$ cat src/rtl/cfg_port_bridge.sv
module cfg_port_bridge #(
  parameter int          MAX_TGT   = 4,
  parameter int          PORT_W    = 16,
  parameter logic [15:0] ADDR_PORT = 16'h0CF8,
  parameter logic [15:0] DATA_PORT = 16'h0CFC,
  localparam int         HW        = (MAX_TGT > 1) ? $clog2(MAX_TGT) : 1,
  localparam int         CW        = $clog2(MAX_TGT + 1)
) (
  input  logic                  clk,
  input  logic                  rst_n,
  input  logic                  io_req,
  input  logic                  io_wr,
  input  logic [PORT_W-1:0]     io_port,
  input  logic [2:0]            io_size,
  input  logic [31:0]           io_wdata,
  output logic [31:0]           io_rdata,
  input  logic                  reg_req,
  input  logic [7:0]            reg_sel,
  output logic                  reg_done,
  output logic                  reg_ok,
  output logic [HW-1:0]         reg_handle,
  output logic [MAX_TGT-1:0]    tgt_req,
  output logic                  tgt_wr,
  output logic [7:0]            tgt_off,
  output logic [2:0]            tgt_size,
  output logic [31:0]           tgt_wdata,
  input  logic [32*MAX_TGT-1:0] tgt_rdata,
  output logic [31:0]           cfg_shadow
);

  localparam int NSEL = 256;

  logic [31:0]   addr_q;
  logic [31:0]   shadow_q;
  logic [NSEL-1:0] map_vld;
  logic [HW-1:0] map_hdl [NSEL];
  logic [CW-1:0] used_q;

  logic          hit_addr, hit_data, cfg_on, size_ok, mapped, go, wr_ok, fwd;
  logic [7:0]    sel, off;
  logic [HW-1:0] hdl;
  logic [31:0]   trd [MAX_TGT];
  logic [31:0]   data_rd;

  assign hit_addr = io_req && (io_port == ADDR_PORT[PORT_W-1:0]);
  assign hit_data = io_req && (io_port[PORT_W-1:2] == DATA_PORT[PORT_W-1:2]);
  assign cfg_on   = addr_q[31] && (addr_q[23:16] == 8'h00);
  assign sel      = addr_q[15:8];
  assign off      = {addr_q[7:2], io_port[1:0]};
  assign size_ok  = (io_size == 3'd1) || (io_size == 3'd2) || (io_size == 3'd4);
  assign mapped   = map_vld[sel];
  assign hdl      = map_hdl[sel];
  assign go       = hit_data && cfg_on && mapped && size_ok;

  assign wr_ok = (off[7:2] == 6'd1) || (off == 8'd12) || (off == 8'd13) || (off >= 8'd15);
  assign fwd   = go && (!io_wr || wr_ok);

  genvar g;
  generate
    for (g = 0; g < MAX_TGT; g++) begin : g_tgt
      assign trd[g]     = tgt_rdata[g*32 +: 32];
      assign tgt_req[g] = fwd && (hdl == HW'(g));
    end
  endgenerate

  assign tgt_wr    = io_wr;
  assign tgt_off   = off;
  assign tgt_size  = io_size;
  assign tgt_wdata = io_wdata;

  assign data_rd = go ? trd[hdl] : 32'hFFFF_FFFF;

  always_comb begin
    if (hit_addr)
      io_rdata = (io_size == 3'd4) ? addr_q : 32'h0000_FFFF;
    else if (hit_data)
      io_rdata = data_rd;
    else
      io_rdata = 32'hFFFF_FFFF;
  end

  assign cfg_shadow = shadow_q;

  always_ff @(posedge clk) begin
    if (!rst_n) begin
      addr_q   <= '0;
      shadow_q <= '0;
    end else begin
      if (hit_addr && io_wr && io_size == 3'd4)
        addr_q <= io_wdata;
      if (hit_data && !io_wr)
        shadow_q <= data_rd;
      else if (fwd && io_wr)
        shadow_q <= io_wdata << {io_port[1:0], 3'b000};
    end
  end

  logic reg_take;
  assign reg_take = reg_req && !map_vld[reg_sel] && (used_q < CW'(MAX_TGT));

  always_ff @(posedge clk) begin
    if (!rst_n) begin
      map_vld    <= '0;
      used_q     <= '0;
      reg_done   <= 1'b0;
      reg_ok     <= 1'b0;
      reg_handle <= '0;
    end else begin
      reg_done <= reg_req;
      reg_ok   <= reg_take;
      if (reg_take) begin
        map_vld[reg_sel] <= 1'b1;
        used_q           <= used_q + CW'(1);
        reg_handle       <= HW'(used_q);
      end
    end
  end

  always_ff @(posedge clk) begin
    if (reg_take)
      map_hdl[reg_sel] <= HW'(used_q);
  end

endmodule

$ cat config.mk
export PLATFORM = sky130hd
export DESIGN_NAME = cfg_port_bridge
export DESIGN_NICKNAME = d
export VERILOG_FILES = /design/src/rtl/cfg_port_bridge.sv
export SDC_FILE = /design/constraint.sdc
export NUM_CORES = 1
export LEC_CHECK = 0
export ABC_CLOCK_PERIOD_IN_PS = 8800
export BUFFER_PORTS_ARGS = -buffer_cell sky130_fd_sc_hd__buf_2
export CORE_UTILIZATION = 40
export DETAILED_ROUTE_END_ITERATION = 12
export PLACE_DENSITY_LB_ADDON = 0.1
export SLEW_MARGIN = 25
export SYNTH_ARGS = -nofsm -noshare
export SYNTH_HDL_FRONTEND = slang
export SYNTH_SLANG_ARGS = --single-unit
export TNS_END_PERCENT = 1
$ cat constraint.sdc
create_clock -name clk -period 8.8 [get_ports clk]
set_input_delay 0 -clock clk [delete_from_list [all_inputs] [get_ports clk]]
set_output_delay 0 -clock clk [all_outputs]
set_load 0.05 [all_outputs]
==> results of run 1 <==
-- repair_timing --
action,in CTS,in global routing
hold endpoints to repair,80,0
buffers inserted,0,0
hold buffers,116,0
-- power breakdown --
part	switching [W]	total, W	internal [W]
clock network	0.00158	0.00390	0.00232
registers	0.0000209	0.00426	0.00424
logic	0.000291	0.000411	0.000120
total	0.00189	0.00857	0.00668
-- Yosys cell counts, types with 13 or more instances --
cell,number,area share (%)
inv_1,15,0.15
clkbuf_1,173,1.7
buf_1,14,0.14
or3_1,25,0.41
a31oi_1,20,0.32
o21a_1,54,1.1
o21ai_0,181,2.3
o21ai_1,70,0.91
o22ai_1,34,0.55
mux2_2,57,1.7
nand2_1,356,3.5
and2_1,15,0.24
o211ai_1,13,0.25
nand3_1,46,0.60
nor2_1,339,3.3
a22oi_1,35,0.68
dfxtp_1,335,17
edfxtp_1,512,40
mux2i_1,147,3.8
nor3_1,44,0.57
and3_1,29,0.47
a21oi_1,113,1.5
buf_4,58,1.1
buf_2,49,0.64
nand2b_1,18,0.29
nor2b_1,24,0.39
o22a_1,15,0.34
mux4_2,232,14
-- logic make-up after synthesis --
family	count (synthesis)	share of synthesized area, %
muxes	436	19.0
adders and majority gates	1	0.0324
xor gates and xnor gates	2	0.0454
and+or+nand+nor	939	10.5
AOI/OAI and AO/OA	590	9.16
DFF	847	57.2
buffers and inverters	320	3.96
-- flip-flops by register name (all words and copies together) (netlist names), named ones only --
name,flops
map_hdl,512
map_vld,256
addr_q,32
cfg_shadow,32
used_q,3
reg_handle,2
reg_done,1
reg_ok,1
-- tightest hold or removal path: cells and delay by family --
family          cells  cell delay (ns)
compound gates      2             0.32
mux                 2             0.23
buf+inv             1             0.08
-- metal layers --
layer	routed length (µm)	share of wire, %
met1	58900	43
met2	61500	45
met4	4590	3.4
met5	46	0.034
met3	10700	7.9
-- through the flow --
step | cells | setup slack [ns] | total power, W | hold slack [ns] | utilization, %
finish | 4738 | 1.80 | 0.00857 | 0.0267 | 47.2
global route | 4736 | 1.35 | 0.00878 | 0.0198 | 47.2
CTS | 4733 | 1.60 | 0.00862 | 0.00130 | 47.2
detailed placement | 4452 | 2.76 | 0.00471 | 0.291 | 42.8
global placement | 4451 | 2.85 | 0.00470 | 0.282 | 42.8
floorplan | 3135 | 4.43 | 0.00455 | 0.122 | -
-- final cells by class --
cell class                      instances  area, µm²
Tap cell                             1265       1580
Inverter                               19       71.3
Fill cell                            8726      50300
Clock buffer                          133       2620
Multi-Input combinational cell       1968      15100
Timing Repair Buffer                  470       3130
Antenna cell                            4       10.0
Clock inverter                         32        397
Sequential cell                       847      22100
-- path summary, 6_finish.rpt --
check                                endpoint  depth (start not counted)  slack (ns)
setup reg to reg  cfg_shadow[13]$_SDFFE_PN0P_                         16        1.80
hold / removal    cfg_shadow[29]$_SDFFE_PN0P_                          5        0.03
setup / recovery  cfg_shadow[13]$_SDFFE_PN0P_                         16        1.80
hold reg to reg      map_vld[15]$_SDFFE_PN0P_                          2        0.46
==> summary.md, run 1 <==
| Metric | Value |
|---|---|
| Status | complete, no violations |
| Vias in the first global route | 28,105 |
| Most frequent cells in the layout | 512 x edfxtp_1, 352 x nand2_1, 339 x nor2_1, 326 x dfxtp_1, 304 x buf_2 |
| CTS resizes | 0 |
| TritonCTS clock tree | yes |
| Async set or reset register ratio after synthesis | 0% |
| CP Max Fanout | 41 |
| Initial Util | 40.5% |
| Nets | 3,590 |
| Met3 Resource Use GR | 5.51% |
| Root buf cell | clkbuf_16 |
| Overflow after GRT | 0 |
| WP data arrival | 7.52 ns |
| Worst path top cell family by delay | buffers and inverters |
| Hpwl dp | 89.4 mm |
| FP Rows | 113 |
| Number of buffers created by CTS | 91 |
| DIE AREA | 97,700 µm² |
| Post-Syn Instances | 3,135 |
| Unrepaired setup endpoints after global routing | no |
| Vias per Instance | 5.97 |
| Most common cell after layout, fill and taps aside | edfxtp_1 |
| Global Route met1 Usage | 39.1% |
| Area after DPL | 40,800 µm² |
| H-tree depth | 3 |
| Worst skew pair latency | 0.65 ns |
| Area grow syn2layout | 16.6% |
| Area of the mapped netlist | 38,600 µm² |
| Syn Area/Cell | 12.3 µm² |
| Worst-margin pin slew | 1.04 ns |
| Post-route ant nets | 0 |
| GP Congestion | 0.941 |
| WL/cell | 28.6 µm |
| Layout cells sized above 1 | 23.4% |
| DRC | 0 |
| CP Buf/Inv Count | 5 |
| Grt met2 use | 42.0% |
| Ys flop type | edfxtp_1 |
| Tcrit/Tclk final | 79.5% |
| Setup TNS | 0 ns |
| WP data required | 9.32 ns |
| Number of violations of the max-capacitance limit | 0 |
| IO Pins | 308 |
| Sequential fraction of the synthesis area | 57.2% |
| Library cells used by synthesis | 67 |
| Worst rel slew slack | 30.3% |
| Final hold viol count | 0 |
| First drt pass iteration count | 5 |
| Drt total wl | 136 mm |
| Worst vdd ir | 0.000136 V |
| Critical Path End Type | flop |
| Longest Clk Path Bufs | 3 |
| PD cells | 190 nW/µm² |
| Mapped Nets | 3,328 |
| Die width | 313 µm |
| Fmax | 143 MHz |
| DR iter-0 viols | 2,795 |
| Pleak | 14.5 nW |
| Vias after detailed routing | 28,290 |
| Final setup violation count | 0 |
| Largest net degree at the start of global routing | 114 |
| Synth Warn # | 0 |
| Hold WC Path Type | primary input to flop |
| Post-synth EDFFs | 512 |
| Cell Chain, Critical Path | buf_4 > mux4_2 > mux2i_1 > nor2_1 > a31o_2 > nor3_1 > o21ai_2 > nand2_2 > buf_4 > mux2i_1 > dlygate4sd3_1 > mux2i_1 > dlygate4sd3_1 > o21ai_0 > a21oi_1 > dlygate4sd3_1 |
| Reg clk slew, reported paths | 0.06 ns |
| Initial antenna violation count | 11 |
| Critical path's slowest cell | dfxtp_4 |
| Crit path kind | flop to flop |
| Crit start category | flop |
| Yosys reg bits | 847 |
| Most crowded layer after global routing | met2 |
| Die height | 313 µm |
| CORE AREA | 95,300 µm² |
| Min Tclk post-route | 7.00 ns |
| Clock skew | 0.0258 ns |
| Total track usage | 27.5% |
| Slew Viols, Final | 0 |
| First-pass GRT wire length | 197 mm |
| HP Start | tgt_rdata[29] |
| Final Cell Area | 45,000 µm² |
| Clock Sinks | 847 |
| Buffers added on ports | 307 |
| CP peak stage delay | 0.76 ns |
(Power assumes the default switching activity.)
==> inputs of run 2 (changes only) <==
--- a/config.mk
+++ b/config.mk
@@ -5,7 +5,7 @@
 export SDC_FILE = /design/constraint.sdc
 export NUM_CORES = 1
 export LEC_CHECK = 0
-export ABC_CLOCK_PERIOD_IN_PS = 8800
+export ABC_CLOCK_PERIOD_IN_PS = 6240
 export BUFFER_PORTS_ARGS = -buffer_cell sky130_fd_sc_hd__buf_2
 export CORE_UTILIZATION = 40
 export DETAILED_ROUTE_END_ITERATION = 12
==> constraint.sdc (replaced) <==
create_clock -name clk -period 6.24 [get_ports clk]
set_input_delay 0 -clock clk [delete_from_list [all_inputs] [get_ports clk]]
set_output_delay 0 -clock clk [all_outputs]
set_load 0.05 [all_outputs]
==> run 2 against run 1 <==
Against the previous run:
- register-to-register slack lost 1.4 ns
- critical endpoint is now io_rdata[4]
- critical path depth down 1
- highest routed layer unchanged
- worst setup slack got worse by 1.5 ns
==> summary.md, run 2 (synthesized netlist as in run 1, its figures left out) <==
| Metric | Value |
|---|---|
| Number of violations of the max-capacitance limit | 0 (unchanged) |
| Slew Viols, Final | 0 (unchanged) |
| Hpwl dp | 90.2 mm (+0.89%) |
| Worst-margin pin slew | 0.974 ns (-0.0632 ns) |
| Die width | 313 µm (unchanged) |
| Cell Chain, Critical Path | buf_4 > buf_4 > mux4_2 > mux2i_1 > o22ai_1 > a211oi_1 > nand2_1 > and3_1 > nand2_2 > buf_12 > mux2i_1 > dlygate4sd3_1 > a21oi_1 > o22a_1 > buf_2 |
| Final setup violation count | 0 (unchanged) |
| Largest Register | map_hdl |
| Area grow syn2layout | 17.6% |
| IO Pins | 308 (unchanged) |
| Min Tclk post-route | 5.91 ns |
| FP Rows | 113 (unchanged) |
| Clock skew | 0.0312 ns (+0.00539 ns) |
| Status | complete, no violations |
| Post-route ant nets | 0 (unchanged) |
| Critical Path End Type | primary output |
| Tcrit/Tclk final | 94.7% |
| Vias in the first global route | 27,951 (-0.55%) |
| CP Max Fanout | 30 (-27%) |
| PD cells | 264 nW/µm² (+39%) |
| Crit path kind | flop to primary output |
| Nets | 3,636 (+1.3%) |
| Number of buffers created by CTS | 91 (unchanged) |
| Initial antenna violation count | 12 (+1) |
| R2r endpoint | cfg_shadow[8]$_SDFFE_PN0P_ |
| Unrepaired setup endpoints after global routing | no |
| Total track usage | 27.4% (-0.10 points) |
| Longest Clk Path Bufs | 3 (unchanged) |
| Vias per Instance | 5.93 (-0.74%) |
| CORE AREA | 95,300 µm² (unchanged) |
| Fin util | 47.6% (+0.38 points) |
| First drt pass iteration count | 6 (+1) |
| Drt total wl | 136 mm (+0.43%) |
| Worst rel slew slack | 35.0% (+4.7 points) |
| Most common cell after layout, fill and taps aside | edfxtp_1 |
| Hold WC Path Type | primary input to flop |
| WP data arrival | 5.91 ns (-1.61 ns) |
| Overflow after GRT | 0 (unchanged) |
| Fmax | 169 MHz |
| Final hold viol count | 0 (unchanged) |
| Dpl cells | 4,491 (+0.88%) |
| WL/cell | 28.5 µm (-0.56%) |
| Initial Util | 40.5% (unchanged) |
| DRC | 0 (unchanged) |
| Critical path's slowest cell | nand2_2 |
| DR iter-0 viols | 2,965 (+6.1%) |
| Hold path endpoint | cfg_shadow[12]$_SDFFE_PN0P_ |
| GP Congestion | 0.940 (-0.13%) |
| DIE AREA | 97,700 µm² (unchanged) |
| Max FFs per register | 512 (unchanged) |
| Reg clk slew, reported paths | 0.06 ns (about the same) |
| Top Registers | map_hdl: 512 flops, map_vld: 256 flops |
| Most frequent cells in the layout | 512 x edfxtp_1, 352 x nand2_1, 338 x nor2_1, 326 x dfxtp_1, 304 x buf_2 |
| Worst hold path depth | 5 (unchanged) |
| Crit start category | flop |
| Root buf cell | clkbuf_16 |
| Setup TNS | 0 ns (unchanged) |
| Buffers added on ports | 307 (unchanged) |
| Layout cells sized above 1 | 24.5% (+1.0 points) |
| Worst vdd ir | 0.000187 V (+38%) |
| Clock Sinks | 847 (unchanged) |
| Reg2Reg Setup Slack | 0.38 ns (-1.42 ns) |
| Vias after detailed routing | 28,360 (+0.25%) |
| CP Buf/Inv Count | 5 (unchanged) |
| H-tree depth | 3 (unchanged) |
| R2r worst-path depth | 17 (+1) |
| Worst path top cell family by delay | buffers and inverters |
| Worst skew pair latency | 0.66 ns (about the same) |
| Die height | 313 µm (unchanged) |
| HP Start | tgt_rdata[108] |
| WP data required | 6.24 ns (-3.08 ns) |
| Pleak | 14.8 nW (+1.5%) |
| CP peak stage delay | 0.59 ns (-0.17 ns) |
| Cell Count, Final, Fillers Out | 4,785 (+0.99%) |
| Largest net degree at the start of global routing | 260 (+130%) |
| TritonCTS clock tree | yes |
| First-pass GRT wire length | 196 mm (-0.49%) |
[run 2: cell types whose count changed in the layout (fill, tap and decap cells not counted), moves of 5 or more]
cell / previous run / this run
buf_12: 3 / 10
buf_4: 42 / 78
bufinv_16: 9 / 4
clkbuf_1: 28 / 20
clkbuf_8: 11 / 16
clkinv_1: 8 / 14
clkinv_2: 11 / 16
[run 2: area by class of cell]
type	count	area (µm²)
Tap cell	1265	1580
Multi-Input combinational cell	1968	15100
Clock buffer	128	2610
Sequential cell	847	22100
Clock inverter	41	335
Fill cell	8614	49900
Timing Repair Buffer	516	3590
Antenna cell	1	2.50
Inverter	19	71.3
[run 2: timing repair]
item	in CTS	in global routing
hold buffers	120	0
endpoints found under the setup margin	0	4
endpoints found under the hold margin	84	0
resized for setup	0	1
setup buffers	0	2
[run 2: where the power goes]
group	switching, W	leakage [nW]	internal [W]
clock network	0.00229	1.45	0.00308
registers	0.00000507	7.17	0.00597
logic	0.000435	6.14	0.000178
total	0.00273	14.8	0.00923
[run 2: worst min-delay path, cell delays in order]
cell and delay [ns]:
buf_2 0.10, mux2i_1 0.12, mux2i_1 0.16, o21ai_0 0.18
a21oi_1 0.07
[run 2: worst max-delay path by stage]
stage / from / end / slack (ns) / depth (start not counted)
floorplan: used_q[1]$_SDFFE_PN0P_ / used_q[1]$_SDFFE_PN0P_ / 1.87 / 3
global placement: flop / io_rdata[31] / 1.0 / 13
detailed placement: reg_sel[0] / map_hdl[16][0]$_DFFE_PP_ / 1.23 / 11
CTS: flop / cfg_shadow[9]$_SDFFE_PN0P_ / 0.06 / 17
global route: flop / cfg_shadow[9]$_SDFFE_PN0P_ / 0.1 / 17
finish: flop / io_rdata[4] / 0.33 / 15
[run 2: routing by layer]
| layer | GRT usage (%) | up-vias | wire, µm |
|---|---|---|---|
| li1 | - | 12330 | - |
| met1 | 39.4 | 14587 | 60100 |
| met2 | 42.5 | 1220 | 62300 |
| met3 | 5.02 | 221 | 10100 |
| met4 | 7.57 | 2 | 3890 |
| met5 | 0 | - | 8 |
[run 2: metrics by stage]
stage	hold WS (ns)	power [W]	cell area, µm²	setup WS [ns]
global route	0.0614	0.0123	45300	0.0957
global placement	0.282	0.00664	41100	0.996
CTS	0.00463	0.0120	45200	0.0580
finish	0.0290	0.0120	45300	0.331
detailed placement	0.286	0.00664	41100	1.23
floorplan	0.122	0.00642	38600	1.87
